### config.mk
export PLATFORM = sky130hd
export DESIGN_NAME = arx_box_core
export DESIGN_NICKNAME = d
export VERILOG_FILES = /design/src/rtl/arx_box_pkg.sv /design/src/rtl/arx_ctrl.sv /design/src/rtl/arx_dpath.sv /design/src/rtl/arx_box_core.sv
export SDC_FILE = /design/constraint.sdc
export NUM_CORES = 1
export LEC_CHECK = 0
export ABC_CLOCK_PERIOD_IN_PS = 8450
export BUFFER_PORTS_ARGS = -buffer_cell sky130_fd_sc_hd__buf_2
export CORE_MARGIN = 2
export CORE_UTILIZATION = 29
export CTS_BUF_LIST = sky130_fd_sc_hd__clkbuf_8
export DETAILED_ROUTE_END_ITERATION = 7
export MAX_ROUTING_LAYER = met4
export PLACE_DENSITY_LB_ADDON = 0.15
export SETUP_SLACK_MARGIN = 0.3
export SLEW_MARGIN = 40
export SYNTH_ARGS = -nofsm -noshare
export SYNTH_HDL_FRONTEND = slang
export SYNTH_SLANG_ARGS = --single-unit
### constraint.sdc
create_clock -name clk -period 8.45 [get_ports clk]
set_input_delay 2.1125 -clock clk [delete_from_list [all_inputs] [get_ports clk]]
set_output_delay 2.1125 -clock clk [all_outputs]
set_load 0.01 [all_outputs]
### src/rtl/arx_box_pkg.sv
package arx_box_pkg;
  localparam int WORD_W = 32;
  localparam int ROUNDS = 4;
  localparam int RND_W  = $clog2(ROUNDS);
  localparam int ROT_W  = $clog2(WORD_W);

  typedef logic [WORD_W-1:0] word_t;
  typedef logic [RND_W-1:0]  rnd_t;
  typedef logic [ROT_W-1:0]  amt_t;

  typedef struct packed {
    word_t x;
    word_t y;
  } pair_t;

  typedef struct packed {
    amt_t r;
    amt_t s;
  } rot_t;

  typedef struct packed {
    logic load;
    logic step;
    rnd_t rnd;
  } dpCtrl_t;

  function automatic word_t rotR(word_t w, amt_t n);
    logic [2*WORD_W-1:0] dbl;
    dbl = {w, w} >> n;
    return dbl[WORD_W-1:0];
  endfunction

  function automatic rot_t rotPair(rnd_t idx);
    rot_t k;
    case (idx)
      rnd_t'(0): begin k.r = amt_t'(31); k.s = amt_t'(24); end
      rnd_t'(1): begin k.r = amt_t'(17); k.s = amt_t'(17); end
      rnd_t'(2): begin k.r = amt_t'(0);  k.s = amt_t'(31); end
      default:   begin k.r = amt_t'(24); k.s = amt_t'(16); end
    endcase
    return k;
  endfunction

  function automatic pair_t arxRound(pair_t p, word_t c, rot_t k);
    pair_t q;
    word_t sumX;
    sumX = p.x + rotR(p.y, k.r);
    q.y  = p.y ^ rotR(sumX, k.s);
    q.x  = sumX ^ c;
    return q;
  endfunction
endpackage

### src/rtl/arx_ctrl.sv
module arx_ctrl
  import arx_box_pkg::*;
#(
  parameter bit UNROLL = 1'b0
) (
  input  logic    clk,
  input  logic    rst,
  input  logic    start,
  output logic    busy,
  output logic    done,
  output dpCtrl_t ctl
);
  logic busyQ;
  logic doneQ;
  rnd_t rndQ;
  logic accept;

  assign accept = start & ~busyQ;

  generate
    if (UNROLL) begin : g_flat
      assign busyQ = 1'b0;
      assign rndQ  = '0;
      always_ff @(posedge clk) begin
        if (rst) doneQ <= 1'b0;
        else     doneQ <= accept;
      end
    end else begin : g_iter
      always_ff @(posedge clk) begin
        if (rst) begin
          busyQ <= 1'b0;
          doneQ <= 1'b0;
          rndQ  <= '0;
        end else begin
          doneQ <= 1'b0;
          if (accept) begin
            busyQ <= 1'b1;
            rndQ  <= '0;
          end else if (busyQ) begin
            rndQ <= rndQ + rnd_t'(1);
            if (rndQ == rnd_t'(ROUNDS - 1)) begin
              busyQ <= 1'b0;
              doneQ <= 1'b1;
            end
          end
        end
      end
    end
  endgenerate

  assign ctl.load = accept;
  assign ctl.step = busyQ;
  assign ctl.rnd  = rndQ;
  assign busy     = busyQ;
  assign done     = doneQ;
endmodule

### src/rtl/arx_dpath.sv
module arx_dpath
  import arx_box_pkg::*;
#(
  parameter bit UNROLL = 1'b0
) (
  input  logic    clk,
  input  logic    rst,
  input  dpCtrl_t ctl,
  input  word_t   xIn,
  input  word_t   yIn,
  input  word_t   cIn,
  output word_t   xOut,
  output word_t   yOut
);
  pair_t stQ;
  word_t cQ;
  pair_t loadVal;

  generate
    if (UNROLL) begin : g_flat
      pair_t stage [ROUNDS+1];
      assign stage[0] = {xIn, yIn};
      for (genvar g = 0; g < ROUNDS; g++) begin : g_rnd
        assign stage[g+1] = arxRound(stage[g], cIn, rotPair(rnd_t'(g)));
      end
      assign loadVal = stage[ROUNDS];
    end else begin : g_iter
      assign loadVal = {xIn, yIn};
    end
  endgenerate

  always_ff @(posedge clk) begin
    if (rst) begin
      stQ <= '0;
      cQ  <= '0;
    end else if (ctl.load) begin
      stQ <= loadVal;
      cQ  <= cIn;
    end else if (ctl.step) begin
      stQ <= arxRound(stQ, cQ, rotPair(ctl.rnd));
    end
  end

  assign xOut = stQ.x;
  assign yOut = stQ.y;
endmodule

### src/rtl/arx_box_core.sv
module arx_box_core
  import arx_box_pkg::*;
#(
  parameter bit UNROLL = 1'b0
) (
  input  logic        clk,
  input  logic        rst,
  input  logic        start,
  input  logic [31:0] xIn,
  input  logic [31:0] yIn,
  input  logic [31:0] cIn,
  output logic        busy,
  output logic        done,
  output logic [31:0] xOut,
  output logic [31:0] yOut
);
  dpCtrl_t ctl;

  arx_ctrl #(.UNROLL(UNROLL)) u_ctrl (
    .clk   (clk),
    .rst   (rst),
    .start (start),
    .busy  (busy),
    .done  (done),
    .ctl   (ctl)
  );

  arx_dpath #(.UNROLL(UNROLL)) u_dpath (
    .clk  (clk),
    .rst  (rst),
    .ctl  (ctl),
    .xIn  (xIn),
    .yIn  (yIn),
    .cIn  (cIn),
    .xOut (xOut),
    .yOut (yOut)
  );
endmodule

After elaboration in Yosys (flattened, before gate mapping) --
Cells that the tools add are included.
Cells by class: equality and inequality tests 3, bitwise operators 4, multiplexer cells 10, reduce and logical (&&, ||, !) cells 4, $add $sub $neg 2, shift operators 2
Operators by type and width (number):
- two-way mux 64 bit | 2
- right shift 64 x 5 -> 32 bit | 2
- bitwise XOR 32 bit | 2
- adder 32 bit | 1
- two-way mux 10 bit | 3
- one-hot mux 10 bit (3 select lines) | 1
- equality test 2 bit (second input constant) | 2
- two-way mux 1 bit | 4
- OR reduction 3 bit | 1
- adder 2 x 1 -> 2 bit (second input constant) | 1
- equality test 2 x 1 -> 1 bit (second input constant) | 1
- logical NOT 2 bit | 1
- nonzero test 2 bit | 1
- OR reduction 2 bit | 1
- bitwise AND 1 bit | 1
- NOT 1 bit | 1
Storage, ports and cells: output and inout port bits 66, input port bits 99, word-level logic and storage cells 31, register bits after elaboration 100

Logic depth before layout (Yosys ltp) --
depth in word-level cells 11, gate-level depth with buffers 24, mapped depth without buffers 21

Hierarchy --
Synthesis repeated with hierarchy kept, for this count alone.
Unflattened totals: cell total of the unflattened synthesis 1272, area, all modules 9631.7 um^2
Modules (own cells, without submodules):
- arx_dpath | times used 1, sequential area each 1921.8 um^2, area each 9454.1 um^2, cells each 1254
- arx_ctrl | times used 1, sequential area each 80.1 um^2, area each 177.7 um^2, cells each 18

Worst setup path after synthesis --
No wires, ideal clock.
kind register to register, start point register u_ctrl.rndQ[0], end point register u_dpath.stQ, in the netlist u_dpath.yOut[12], buffers on the path 6, arrival 5.870 ns, period minus slack after synthesis 5.992 ns, library setup time 0.122 ns, data required time 8.328 ns, path slack 2.458 ns, cell stages (with the launch flop) 23, cell sequence dfxtp_1 inv_1 ha_1 clkbuf_1 clkinv_1 buf_1 clkbuf_1 clkbuf_1 buf_1 mux2i_1 mux2i_1 ha_1 clkbuf_1 nand2_1 nor2_1 nand3_1 a2111oi_0 a211oi_2 xnor2_1 mux4_2 mux2_2 nor3b_1 a221o_1
Between the ends: word-level cells in the longest chain between the ends 11, elaborated cells between the ends (all ways) 13, classes of those cells 1 x add/sub; 2 x eq/ne; 2 x shift; 6 x mux; 1 x bitwise; 1 x reduce/logical
RTL lines:
- start: declaration | RTL line arx_ctrl.sv:15 | rnd_t rndQ;
- start signal: assignment | RTL line arx_ctrl.sv:40 | rndQ <= rndQ + rnd_t'(1);
- equality test 2 bit (tied with other cells) | RTL line arx_box_pkg.sv:35 | case (idx)
- one-hot mux 10 bit (3 select lines) (*) | RTL line arx_box_pkg.sv:35
- two-way mux 10 bit (*) | RTL line arx_dpath.sv:39 | end else if (ctl.step) begin
- two-way mux 10 bit (*) | RTL line arx_dpath.sv:36 | end else if (ctl.load) begin
- two-way mux 10 bit (*) | RTL line arx_dpath.sv:33 | if (rst) begin
- right shift 64 x 5 -> 32 bit | RTL line arx_box_pkg.sv:29 | dbl = {w, w} >> n;
- adder 32 bit | RTL line arx_box_pkg.sv:47 | sumX = p.x + rotR(p.y, k.r);
- right shift 64 x 5 -> 32 bit (*) | RTL line arx_box_pkg.sv:29
- bitwise XOR 32 bit (*) | RTL line arx_box_pkg.sv:48 | q.y = p.y ^ rotR(sumX, k.s);
- two-way mux 64 bit (*) | RTL line arx_dpath.sv:39
- two-way mux 64 bit (*) | RTL line arx_dpath.sv:36
- end signal: assignment | RTL line arx_dpath.sv:37 | stQ <= loadVal;
- end signal: assignment | RTL line arx_dpath.sv:40 | stQ <= arxRound(stQ, cQ, rotPair(ctl.rnd));
- end: declaration | RTL line arx_dpath.sv:15 | pair_t stQ;
Every way passes the cells marked *; elsewhere a longest branch is shown, timed or not. The select of a mux whose other input is x is not followed. A chain may end at the register's enable or synchronous reset.

Final worst setup path --
start point register u_ctrl.rndQ[0], end point register u_dpath.stQ, in the netlist u_dpath.yOut[24]
The elaborated chain is that of the path after synthesis.

==> results.md <==
* Power, Total at 2.76 mW
* F_max at 0.166 GHz
* Initial cell density of the core at 0.293
* Pin count of the biggest net entering global routing at 63
* Final HPWL from detailed placement at 29.7 mm
* Worst IR Drop VDD at 83.6 uV
* Setup tns final at 0 ns
* Max Cap Violations at 0
* Post-DP Area at 0.0107 sq mm
* Post-Synth Simple-Gate Area at 0.136
* Die width at 184 um
* Main combinational cell family by area after synthesis: multiplexers
* Maximum single-stage delay on the critical path at 0.63 ns
* Vias in the first global route at 8482
* Worst Path Arrival at 6.31 ns
* Finished Cell Area at 0.0109 sq mm
* # rows at 66
* Initial DRC Count at 715
* First-pass GRT wire length at 55.2 mm
* DP Worst Slack at 2.50 ns
* Synthesized area at 0.00945 sq mm
* Most frequent cells in the layout: buf_2 (163), mux2i_1 (150), dfxtp_1 (99), nand2_1 (98), a211oi_1 (86)
* Final hold violation count at 0
* Clock period minus worst slack at 6.02 ns
* Clock sinks at 100
* Area growth syn-to-layout at 15.6%
* Rel. slew slack at 0.419
* Setup Viol. Count Final at 0
* Drt wl/cell at 23.4 um
* Post-synth EDFFs at 0
* Clock Skew at 0.0238 ns
* Flops & latches, synth at 100
* Die ar. at 0.0340 sq mm
* Insertion delay to the later sink of the worst-skew pair at 0.41 ns
* Commonest non-fill, non-tap cell in the layout: buf_2
* Final cell count without fillers at 1617
* Seq/Total Area, Yosys at 0.212
* Synth Area in Compound Gates at 0.196
* Drt first pass iters at 7
* Postcts setup bufs at 0
* Core ar. at 0.0323 sq mm
* Syn Inst Count at 1065
* Fin nets at 1315
* CTS Hold Buffers Added at 0
* Total gr overflow at 0
* Synth warn at 0
* Max FO, Critical Path at 38
* Startpoint types: flop
* Adder-cell share of the synthesized area at 0.0617
* Root buffer cell: clkbuf_8
* Syn nets at 1210
* Slowest cell on crit path: mux4_2
* Ant. Diodes at 0
* Pwr dens at 253 mW/mm^2
* Avg Synthesized Cell Area at 8.87 sq um
* Status: finished clean
* Crit-path cells: inv_1, ha_1, buf_4, inv_4, mux2i_1, mux2i_1, ha_1, a211oi_1, o21ai_1, o2111ai_1, and4b_1, o21a_1, o211ai_1, mux4_2, mux2i_1, xor2_1, o22ai_1
* Antenna violations before repair at 0
* CP endpoint kind: flop
* I/O pin cnt at 165
* Leak pwr at 4.54 nW
* Worst path required time at 8.74 ns
* CTS Buf Count at 9
* CTS clk-pin slew, worst paths at 0.13 ns
* Vias per cell at 5.53
* DR vias at 8940
* Post-synth cell types at 65
* IO buf count at 164
* HP Class: flop to flop
* DIE HEIGHT at 184 um
* GP Congestion at 0.935
* Slew @ Worst Pin at 0.868 ns
* WHS at 0.475 ns
* Remaining antenna violation count after routing at 0
* Ys flop type: dfxtp_1
* CTS tree: yes
* Final core utilization at 0.338
* Period utilisation layout at 0.712
* Xor/xnor cell area share of the yosys netlist at 0.0767
* Post-cts resize count at 0
* Critical Setup Path Class: flop to flop
* Share of cells above drive strength 1 at 0.217
* GRT Resource Usage Total at 0.226
* Max-slew violation count at 0
* H-tree depth at 3
* Unrepaired setup endpoints after global routing: false
* Placed Instances at 1601
* Most used cell along the critical path: mux2i_1
* Clk buf depth at 2
* Multiplexer area fraction after synthesis at 0.278
* Residual DRC count at 0
* Final setup margin at 2.43 ns
* DRT Wirelength at 37.8 mm
* Async set-reset flop share out of synthesis at 0
==> sequential cells by signal, indices dropped and copies added (netlist names) <==
register,count
u_ctrl.done,1
u_dpath.cQ,32
u_ctrl.busy,1
u_ctrl.rndQ,2
u_dpath.xOut,32
u_dpath.yOut,32
==> kinds of logic (layout without fill, tap and decap cells) <==
| family | count (synthesis) | after routing |
|---|---|---|
| compound gates | 279 | 279 |
| flops | 100 | 100 |
| xor+xnor | 81 | 81 |
| mux | 200 | 200 |
| fa+ha+maj | 46 | 46 |
| buf+inv | 97 | 207 |
| simple gates | 262 | 262 |
==> routing by layer <==
metal	vias up	share of wire	track usage	wire, um
met5	-	0	-	0
met4	0	0.028	0.0682	1050
met1	4355	0.47	0.316	17900
met2	291	0.44	0.342	16800
li1	4240	-	-	-
met3	54	0.053	0.0255	2010
==> worst paths after layout <==
check	slack (ns)	end	depth (start not counted)	start
worst max-delay path	2.43	u_dpath.yOut[24]	17	u_ctrl.rndQ[0]
worst min-delay path	0.47	u_dpath.cQ[0]	2	u_dpath.cQ[0]
worst max register to register	2.43	u_dpath.yOut[24]	17	u_ctrl.rndQ[0]
worst min register to register	0.47	u_dpath.cQ[0]	2	u_dpath.cQ[0]
==> worst max-delay path: cells and delay by family (launching register included) <==
| kind | cells | cell delay (ns) |
|---|---|---|
| AO/OA/AOI/OAI | 6 | 1.51 |
| XOR/XNOR | 1 | 0.17 |
| adder cells (fa/ha/maj) | 2 | 0.67 |
| buffers and inverters | 3 | 0.96 |
| flip-flops | 1 | 0.45 |
| multiplexers | 4 | 1.70 |
| AND/OR/NAND/NOR | 1 | 0.37 |
==> cells in the mapped netlist (5+ instances only) <==
cell type	instances	share of area
mux2i_1	150	0.16
dfxtp_1	100	0.21
nand2_1	98	0.039
a211oi_1	86	0.068
a21oi_1	76	0.040
clkbuf_1	66	0.026
xnor2_1	52	0.048
ha_1	45	0.060
nor2b_1	45	0.030
mux4_2	42	0.10
nor2_1	40	0.016
o21ai_0	27	0.014
xor2_1	27	0.025
o22ai_1	17	0.011
nor3_1	16	0.0085
buf_1	14	0.0056
nand3_1	14	0.0074
inv_1	13	0.0052
o211ai_1	12	0.0095
o21a_1	10	0.0079
nand4_1	9	0.0060
nand2b_1	7	0.0046
a21o_1	6	0.0048
mux4_1	6	0.017
or3_1	6	0.0040
a22oi_1	5	0.0040
a31oi_1	5	0.0033
and2_1	5	0.0033
and3_1	5	0.0033
==> where the power goes <==
group	switching, mW	leakage [nW]	internal [mW]
sequential	0.125	0.827	0.536
combinational	1.04	3.61	0.702
clock	0.207	0.105	0.149
total	1.37	4.54	1.39
==> final cells by class <==
class | instances | area, sq um
Clock buffer | 10 | 138
Sequential cell | 100 | 2010
Tap cell | 442 | 553
Fill cell | 3440 | 21400
Inverter | 14 | 55.1
Multi-Input combinational cell | 868 | 7130
Timing Repair Buffer | 177 | 961
Clock inverter | 6 | 71.3
No activity file was read; power rests on OpenSTA's default activity.
